File: src/rtl/cdiv_pkg.sv
package cdiv_pkg;
  typedef enum logic [1:0] {
    ST_HOLD = 2'd0,
    ST_WAIT = 2'd1,
    ST_RUN  = 2'd2
  } cdiv_state_t;
endpackage

File: src/rtl/cdiv_down_cnt.sv
module cdiv_down_cnt #(
  parameter int W = 4
) (
  input  logic         clk,
  input  logic         rst,
  input  logic         load,
  input  logic [W-1:0] load_val,
  input  logic         dec,
  output logic         is_zero
);
  logic [W-1:0] q;

  always_ff @(posedge clk) begin
    if (rst)       q <= '0;
    else if (load) q <= load_val;
    else if (dec && q != '0) q <= q - 1'b1;
  end

  assign is_zero = (q == '0);
endmodule

File: src/rtl/cdiv_out_sel.sv
module cdiv_out_sel (
  input  logic clk,
  input  logic bypass,
  input  logic div_q,
  output logic clk_out
);
  assign clk_out = bypass ? clk : div_q;
endmodule

File: src/rtl/cdiv_top.sv
module cdiv_top #(
  parameter int CNT_W = 4,
  parameter int PH_W  = 4
) (
  input  logic             clk,
  input  logic             rst,
  input  logic             sync_req,
  input  logic [CNT_W-1:0] cfg_lo_cnt,
  input  logic [CNT_W-1:0] cfg_hi_cnt,
  input  logic             cfg_bypass,
  input  logic             cfg_ign_sync,
  input  logic             cfg_force_hi,
  input  logic             cfg_start_hi,
  input  logic [PH_W-1:0]  cfg_phase,
  output logic             clk_out
);
  import cdiv_pkg::*;

  localparam logic [PH_W-1:0] PH_ONE = PH_W'(1);

  cdiv_state_t st, st_d;
  logic out_q, out_d;
  logic start_q;
  logic idle;

  logic             w_load, w_dec, w_zero;
  logic [CNT_W-1:0] w_val;
  logic             p_load, p_dec, p_zero;
  logic [PH_W-1:0]  p_val;

  // Hold condition: bypass, the forced static level, or an obeyed sync request.
  assign idle = cfg_bypass | (cfg_ign_sync ? cfg_force_hi : sync_req);

  always_comb begin
    st_d   = st;
    out_d  = out_q;
    w_load = 1'b0;
    w_val  = cfg_lo_cnt;
    w_dec  = 1'b0;
    p_load = 1'b0;
    p_val  = cfg_phase - PH_ONE;
    p_dec  = 1'b0;
    if (idle) begin
      st_d  = ST_HOLD;
      out_d = cfg_force_hi;
    end else begin
      case (st)
        ST_HOLD: begin
          if (cfg_phase == '0) begin
            out_d  = cfg_start_hi;
            w_load = 1'b1;
            w_val  = cfg_start_hi ? cfg_hi_cnt : cfg_lo_cnt;
            st_d   = ST_RUN;
          end else begin
            p_load = 1'b1;
            st_d   = ST_WAIT;
          end
        end
        ST_WAIT: begin
          if (p_zero) begin
            out_d  = start_q;
            w_load = 1'b1;
            w_val  = start_q ? cfg_hi_cnt : cfg_lo_cnt;
            st_d   = ST_RUN;
          end else begin
            p_dec = 1'b1;
          end
        end
        ST_RUN: begin
          if (w_zero) begin
            out_d  = ~out_q;
            w_load = 1'b1;
            w_val  = out_q ? cfg_lo_cnt : cfg_hi_cnt;
          end else begin
            w_dec = 1'b1;
          end
        end
        default: st_d = ST_HOLD;
      endcase
    end
  end

  always_ff @(posedge clk) begin
    if (rst) begin
      st      <= ST_HOLD;
      out_q   <= 1'b0;
      start_q <= 1'b0;
    end else begin
      st    <= st_d;
      out_q <= out_d;
      if (st == ST_HOLD && !idle) start_q <= cfg_start_hi;
    end
  end

  cdiv_down_cnt #(.W(CNT_W)) u_width_cnt (
    .clk(clk), .rst(rst), .load(w_load), .load_val(w_val),
    .dec(w_dec), .is_zero(w_zero)
  );

  cdiv_down_cnt #(.W(PH_W)) u_phase_cnt (
    .clk(clk), .rst(rst), .load(p_load), .load_val(p_val),
    .dec(p_dec), .is_zero(p_zero)
  );

  cdiv_out_sel u_out_sel (
    .clk(clk), .bypass(cfg_bypass), .div_q(out_q), .clk_out(clk_out)
  );
endmodule

File: config.mk
export PLATFORM = sky130hd
export DESIGN_NAME = cdiv_top
export DESIGN_NICKNAME = d
export VERILOG_FILES = /design/src/rtl/cdiv_pkg.sv /design/src/rtl/cdiv_down_cnt.sv /design/src/rtl/cdiv_out_sel.sv /design/src/rtl/cdiv_top.sv
export SDC_FILE = /design/constraint.sdc
export NUM_CORES = 1
export LEC_CHECK = 0
export BUFFER_PORTS_ARGS = -buffer_cell sky130_fd_sc_hd__buf_2
export CORE_UTILIZATION = 39
export CTS_CLUSTER_DIAMETER = 120
export DETAILED_ROUTE_END_ITERATION = 8
export GPL_ROUTABILITY_DRIVEN = 0
export PLACE_DENSITY_LB_ADDON = 0.25
export SLEW_MARGIN = 15
export SYNTH_ARGS = -nofsm -noshare
export SYNTH_HDL_FRONTEND = slang
export SYNTH_SLANG_ARGS = --single-unit
File: constraint.sdc
create_clock -name clk -period 2.48 [get_ports clk]
set_input_delay 0.124 -clock clk [delete_from_list [all_inputs] [get_ports clk]]
set_output_delay 0.124 -clock clk [all_outputs]
set_load 0.02 [all_outputs]
* Word-level counts from Yosys, hierarchy flattened
Index checks and enable logic that the tools add are counted.
Operators by class: add/subtract/negate cells 3, eq/ne operators 6, mux-type cells 36, bitwise gates (word level) 3, reductions and logical operators 16
Operators with widths (count):
- 4-bit 2-to-1 mux | 11
- 1-bit 2-to-1 mux | 19
- 4-bit logical NOT | 3
- 4-bit case mux with 3 select lines | 1
- 4-bit nonzero test | 3
- 4-bit by 1-bit subtractor with 4-bit output, second input constant | 3
- 3-bit != test, second input constant | 2
- 1-bit case mux with 3 select lines | 2
- 2-bit case mux with 3 select lines | 1
- 2-bit 2-to-1 mux | 2
- 4-bit AND reduction | 1
- 2-bit nonzero test | 2
- 1-bit logical AND | 3
- 3-bit by 2-bit != test with 1-bit output, second input constant | 1
- 2-bit by 1-bit == test with 1-bit output, second input constant | 1
- 2-bit == test, second input constant | 1
- 2-bit logical NOT | 1
- 2-bit != test, second input constant | 1
- 1-bit inverter | 2
- 2-bit AND reduction | 1
- 2-bit OR reduction | 1
- 1-bit logical NOT | 1
- 1-bit OR | 1
Word-level totals: register bits 12, input bits 19, output and inout port bits 1

* Depth between registers and ports, before layout
Gate-level depths: netlist of run 1.
depth after elaboration 7, depth in mapped cells 10, depth with buffers taken out 10

* Hierarchy
Synthesis of run 1 repeated with hierarchy kept, for this count alone.
Unflattened totals: cell total of the unflattened synthesis 134, area total of the unflattened synthesis 1096.1 um^2
Modules (own cells, without submodules):
- cdiv_top | instances 1, cells an instance 75, area an instance 555.5 um^2, sequential area each 80.1 um^2
- cdiv_down_cnt | instances 2, cells an instance 29, area an instance 262.8 um^2, sequential area each 80.1 um^2
- cdiv_out_sel | instances 1, cells an instance 1, area an instance 15.0 um^2, sequential area each 0.0 um^2

==> flow_summary_export.csv, run 1 <==
group,metric,value,unit
logic_synthesis,ys_seq_elements,12,
timing,final_max_slew_viol_count,0,
global_route,grt_overflow,0,
min_path,min_path_type,"in2reg",
logic_synthesis,synth-async-reset-ratio,0,
global_route,grt_start_max_net_pins,14,
floorplan,dieArea,2640,sq um
timing,slew_headroom,0.388,
logic_synthesis,syn_nets,135,
logic_synthesis,synthFlopType,"dfxtp_1",
place,dpl-instance-area,1070,sq um
critical_path,slowest_stage,"dfxtp_1",
logic_synthesis,synth_cell_types,47,
logic_synthesis,yosysMostFrequentCell,"nor2_1",
logic_synthesis,syn_area,951,sq um
logic_synthesis,synth_mux_area_frac,0.0697,
final_layout,drive_gt1_frac,0.284,
critical_path,start_kind,"flip-flop",
logic_synthesis,yosys-top-cells-area,"dfxtp_1 25%, ha_1 7.9%, nor2_1 5.1%, nand2_1 4.3%, mux2i_1 4.2%",
logic_synthesis,synthCells,110,
logic_synthesis,synth_top_area_share,0.253,
logic_synthesis,synth_top_cell_by_area,"dfxtp_1",
timing,hold_viol,0,
critical_path,max_stage_delay,0.34,ns
logic_synthesis,ys_warn_count,0,
floorplan,ioPinCount,20,
floorplan,die_w,51.4,um
timing,setup_viol,0,
detailed_routing,drc,0,
final_layout,fin_area,1130,sq um
floorplan,coreArea,2250,sq um
clock_network,clk_latency,0.39,ns
place,port_buffers,19,
final_layout,nets,160,
global_route,grt_pass1_vias,920,
timing,worst_pin_slew,0.906,ns
logic_synthesis,synth_top_family_by_area,"simple AND/OR/NAND/NOR gates",
final_layout,fin_util,0.502,
floorplan,floorplan.initialDensity,0.422,
logic_synthesis,synth_compound_area_frac,0.251,
logic_synthesis,ys_seq_area_frac,0.253,
detailed_routing,avgViaCountPerCell,5.81,
floorplan,die_y,51.4,um
global_route,grt_first_pass_wirelength,3880,um
logic_synthesis,synth_edf_count,0,
final_layout,antenna_cells,0,
logic_synthesis,synthTopCellsByCount,"13 x nor2_1, 12 x dfxtp_1, 11 x nand2_1",
critical_path,critPathBufInv,1,
critical_path,cp-end-kind,"flip-flop",
power_and_ir_drop,leakage,0.440,nW
timing,grt_setup_unrepaired,"false",
timing,setup_tns,0,ns
logic_synthesis,synth-xor-area-share,0.0368,
final_layout,fillers,223,
global_route,antenna_found_initial,0,
critical_path,required,2.80,ns
global_route,grtUsageMet2,0.348,
detailed_routing,wire_per_inst,14.2,um
detailed_routing,vias,941,
global_route,grt_usage,0.208,
place,hpwl,1730,um
clock_network,cts_setup_buffers,0,
run,cap_violations,0,
detailed_routing,wirelength,2300,um
floorplan,rows,17,
final_layout,syn2layout_area_growth,18.9,%
global_route,grt-busiest-layer,"met2",
timing,finalCritPeriodShare,0.875,
detailed_routing,ant_nets,0,
status,status,"finished clean",
timing,clock.fmax,461,MHz
detailed_routing,firstDrtPassIters,4,
logic_synthesis,synth_adder_area_share,0.0789,
global_route,grt_use_met3,0.0863,
critical_path,critPathMaxFanout,7,
logic_synthesis,synth_area_per_cell,8.64,sq um
timing,finalClockSkew,0.00847,ns
critical_path,crit_type,"reg2reg",
power_and_ir_drop,p_per_area,524,nW/um^2
logic_synthesis,synth_simple_gate_area_share,0.271,
critical_path,worstPathCellList,"inv_1 > ha_2 > o41ai_1 > nor2_1 > mux2i_1 > ha_1 > xor2_1 > o21ai_0 > a211oi_1",
critical_path,worstPathArrival,2.49,ns
clock_network,clkTransAtPathRegs,0.08,ns
clock_network,cts_tree,"built",
power_and_ir_drop,peakVddDrop,0.000276,V
critical_path,cp_top_family,"compound AO/OA/AOI/OAI gates",
detailed_routing,dr.first_iter.drc_count,26,
global_route,groute.layer.met1.usage,0.216,
timing,finalCriticalPeriod,2.17,ns
==> report_power, final <==
part	total, mW	switching [mW]	internal, mW
clock	0.255	0.0998	0.156
sequential	0.216	0.0123	0.204
combinational	0.122	0.0655	0.0562
total	0.593	0.178	0.415
==> final cells by class <==
class,count,area (sq um),area share
clock buffers,8,63.8,0.0564
inverters,5,18.8,0.0166
multi-input cells,90,676,0.597
flip-flops and latches,12,240,0.212
well taps,28,35.0,0.0310
repair buffers,19,97.6,0.0863
==> metal layers <==
layer | wire length [um] | share of wire
met1 | 982 | 0.43
met5 | 0 | 0
met3 | 165 | 0.072
met4 | 58 | 0.025
met2 | 1090 | 0.48
==> per-stage QoR <==
stage / power (mW) / hold WS [ns] / setup WS, ns / std cells
floorplan: 0.324 / 0.214 / 0.540 / 110
global placement: 0.367 / 0.382 / 0.373 / 155
detailed placement: 0.371 / 0.382 / 0.243 / 155
CTS: 0.597 / 0.0178 / 0.257 / 162
global route: 0.631 / 0.0489 / 0.0426 / 162
finish: 0.593 / 0.0134 / 0.309 / 162
==> flip-flops by register name, summed over array words and instances, names as in the netlist <==
| register | cells |
|---|---|
| u_phase_cnt.q | 4 |
| u_width_cnt.q | 4 |
| st | 2 |
| out_q | 1 |
| start_q | 1 |
==> worst min-delay path, cell delays in order <==
cell and delay, ns:
buf_2 0.11, mux2i_1 0.07, nor2_1 0.07
==> path summary, 6_finish.rpt <==
check | from | endpoint | slack (ns) | depth (start not counted)
max | st[0] | u_phase_cnt.q[2] | 0.31 | 9
min | cfg_start_hi | start_q | 0.01 | 3
max reg2reg | st[0] | u_phase_cnt.q[2] | 0.31 | 9
min reg2reg | u_phase_cnt.q[3] | u_phase_cnt.q[3] | 0.50 | 2
==> cell families (layout without fill, tap and decap cells) <==
logic type / Yosys count / count (layout)
AOI/OAI and AO/OA: 29 / 29
buffers and inverters: 8 / 32
xor gates and xnor gates: 4 / 4
and+or+nand+nor: 45 / 45
adders and majority gates: 6 / 6
muxes: 6 / 6
DFF: 12 / 12
==> cells in the final DEF, fill, tap and decap left out, types with 3 or more instances in the layout <==
| cell type | count |
|---|---|
| nand3_1 | 3 |
| dfxtp_1 | 12 |
| nand2_1 | 11 |
| mux2i_1 | 4 |
| nor2_1 | 13 |
| buf_2 | 19 |
| a21oi_1 | 4 |
| ha_1 | 5 |
| xnor2_1 | 3 |
| a221oi_1 | 3 |
| o21ai_0 | 4 |
| inv_1 | 5 |
| nor4_1 | 3 |
| clkbuf_4 | 6 |
| a211oi_1 | 4 |
==> timing repair <==
action,4_1_cts,5_1_grt
setup endpoints to repair,0,1
hold buffers,0,0
gates resized for setup,0,1
Note: power is estimated with default switching activity, not from simulation.
==> inputs of run 2 (changes only) <==
--- a/config.mk
+++ b/config.mk
@@ -5,13 +5,14 @@
 export SDC_FILE = /design/constraint.sdc
 export NUM_CORES = 1
 export LEC_CHECK = 0
+export ABC_AREA = 1
 export BUFFER_PORTS_ARGS = -buffer_cell sky130_fd_sc_hd__buf_2
 export CORE_UTILIZATION = 39
 export CTS_CLUSTER_DIAMETER = 120
 export DETAILED_ROUTE_END_ITERATION = 8
 export GPL_ROUTABILITY_DRIVEN = 0
 export PLACE_DENSITY_LB_ADDON = 0.25
-export SLEW_MARGIN = 15
+export SLEW_MARGIN = 30
 export SYNTH_ARGS = -nofsm -noshare
 export SYNTH_HDL_FRONTEND = slang
 export SYNTH_SLANG_ARGS = --single-unit
==> flow_summary_export.csv, run 2 <==
group,metric,value,unit
detailed_routing,dr.first_iter.drc_count,35,
logic_synthesis,synth_area_per_cell,5.74,sq um
final_layout,fin_util,0.486,
final_layout,syn2layout_area_growth,15.3,%
floorplan,ioPinCount,20,
clock_network,cts_setup_buffers,0,
global_route,grt_usage,0.207,
logic_synthesis,ys_seq_area_frac,0.203,
timing,worst_pin_slew,0.357,ns
critical_path,worstPathArrival,1.75,ns
logic_synthesis,synth_top_family_by_area,"simple AND/OR/NAND/NOR gates",
final_layout,reg_top3,"u_phase_cnt.q x4, u_width_cnt.q x4, st x2",
min_path,hold_path_depth,3,
detailed_routing,vias,1314,
critical_path,cp-end-kind,"primary output",
detailed_routing,ant_nets,0,
floorplan,floorplan.initialDensity,0.421,
power_and_ir_drop,peakVddDrop,0.000449,V
timing,grt_setup_unrepaired,"false",
logic_synthesis,yosys-top-cells-area,"dfxtp_1 20%, nand2_1 16%, inv_1 10%, nor2_1 8.9%, o21ai_0 7.2%",
timing,slew_headroom,0.762,
logic_synthesis,synth_top_area_share,0.203,
critical_path,rr_worst_depth,10,
logic_synthesis,yosysMostFrequentCell,"nand2_1",
logic_synthesis,synth-async-reset-ratio,0,
clock_network,postCtsHoldBufs,1,
min_path,min_path_type,"in2reg",
clock_network,cts_tree,"built",
final_layout,drive_gt1_frac,0.170,
logic_synthesis,syn_nets,231,
timing,hold_viol,0,
critical_path,required,2.36,ns
detailed_routing,firstDrtPassIters,4,
logic_synthesis,synth_adder_area_share,0.0635,
logic_synthesis,synth_compound_area_frac,0.228,
final_layout,nets,256,
place,dpl-instance-area,1290,sq um
logic_synthesis,synthCells,206,
detailed_routing,avgViaCountPerCell,5.03,
logic_synthesis,ys_seq_elements,12,
place,dp.cells,253,
clock_network,clk_latency,0.38,ns
clock_network,cts.repair.resized,0,
global_route,grt_pass1_vias,1147,
floorplan,dieArea,3260,sq um
logic_synthesis,synth_cell_types,25,
floorplan,die_w,57.1,um
logic_synthesis,synth_top_cell_by_area,"dfxtp_1",
power_and_ir_drop,p_total,650,uW
place,port_buffers,19,
place,hpwl,2260,um
logic_synthesis,synth_simple_gate_area_share,0.377,
run,cap_violations,0,
floorplan,die_y,57.1,um
detailed_routing,drc,0,
final_layout,antenna_cells,0,
final_layout,stdcell_count,261,
clock_network,clkTransAtPathRegs,0.08,ns
logic_synthesis,synth-xor-area-share,0,
logic_synthesis,ys_warn_count,0,
power_and_ir_drop,p_per_area,477,nW/um^2
floorplan,coreArea,2810,sq um
status,status,"finished clean",
detailed_routing,wirelength,2940,um
global_route,grt_start_max_net_pins,12,
global_route,grt_overflow,0,
critical_path,start_kind,"clock port",
final_layout,final_cell_mix,"51 x nand2_1, 33 x inv_1, 28 x nor2_1",
logic_synthesis,syn_area,1180,sq um
global_route,antenna_found_initial,0,
timing,finalClockSkew,0.00106,ns
logic_synthesis,synth_mux_area_frac,0,
critical_path,crit_type,"clk2out",
final_layout,fin_area,1360,sq um
final_layout,fillers,320,
power_and_ir_drop,leakage,0.692,nW
floorplan,rows,19,
timing,setup_tns,0,ns
timing,final_max_slew_viol_count,0,
timing,setup_viol,0,
final_layout,final_common_cell,"nand2_1",
detailed_routing,wire_per_inst,11.3,um
critical_path,critPathMaxFanout,2,
logic_synthesis,synth_edf_count,0,
global_route,grt_first_pass_wirelength,5090,um
logic_synthesis,synthFlopType,"dfxtp_1",
logic_synthesis,synthTopCellsByCount,"51 x nand2_1, 33 x inv_1, 28 x nor2_1",
-- run 2: where the power goes --
part / internal [mW] / switching [mW] / total, mW
logic: 0.0643 / 0.112 / 0.177
clock network: 0.152 / 0.104 / 0.256
registers: 0.206 / 0.0117 / 0.217
-- run 2: logic make-up (layout without fill, tap and decap cells) --
| family | Yosys count | count (layout) |
|---|---|---|
| DFF | 12 | 12 |
| AOI/OAI and AO/OA | 46 | 46 |
| adders and majority gates | 6 | 6 |
| buffers and inverters | 38 | 62 |
| and+or+nand+nor | 104 | 104 |
-- run 2: per-stage QoR --
| stage | hold WS (ns) | worst slack (ns) |
|---|---|---|
| final | 0.0531 | 0.606 |
| after global routing | 0.0484 | 0.549 |
| after CTS | 0.0396 | 0.594 |
| after detailed placement | 0.341 | 0.691 |
| after global placement | 0.340 | 0.735 |
| after floorplan | 0.193 | 0.852 |
-- run 2: metal layers --
layer / GRT usage / share of wire
met5: 0 / 0
met4: 0.101 / 0.018
met3: 0.0590 / 0.057
met2: 0.303 / 0.42
met1: 0.281 / 0.51
-- run 2: cell type report --
class	instances	area (sq um)	share of cell area
clock buffers	8	63.8	0.0468
repair buffers	19	100	0.0734
well taps	31	38.8	0.0284
flip-flops and latches	12	240	0.176
inverters	35	131	0.0963
multi-input cells	156	790	0.579
-- run 2: worst paths after layout --
check,start,end,slack (ns)
worst min-delay path,cfg_start_hi,start_q,0.05
worst max-delay path,clk,clk_out,0.61
worst min register to register,u_phase_cnt.q[3],u_phase_cnt.q[3],0.55
worst max register to register,st[0],u_phase_cnt.q[2],0.68
-- run 2: worst max-delay path: stages --
cell and delay [ns]:
clkbuf_4 0.11, clkbuf_4 0.12, nand2_1 0.05, o21ai_0 0.06, buf_2 0.16
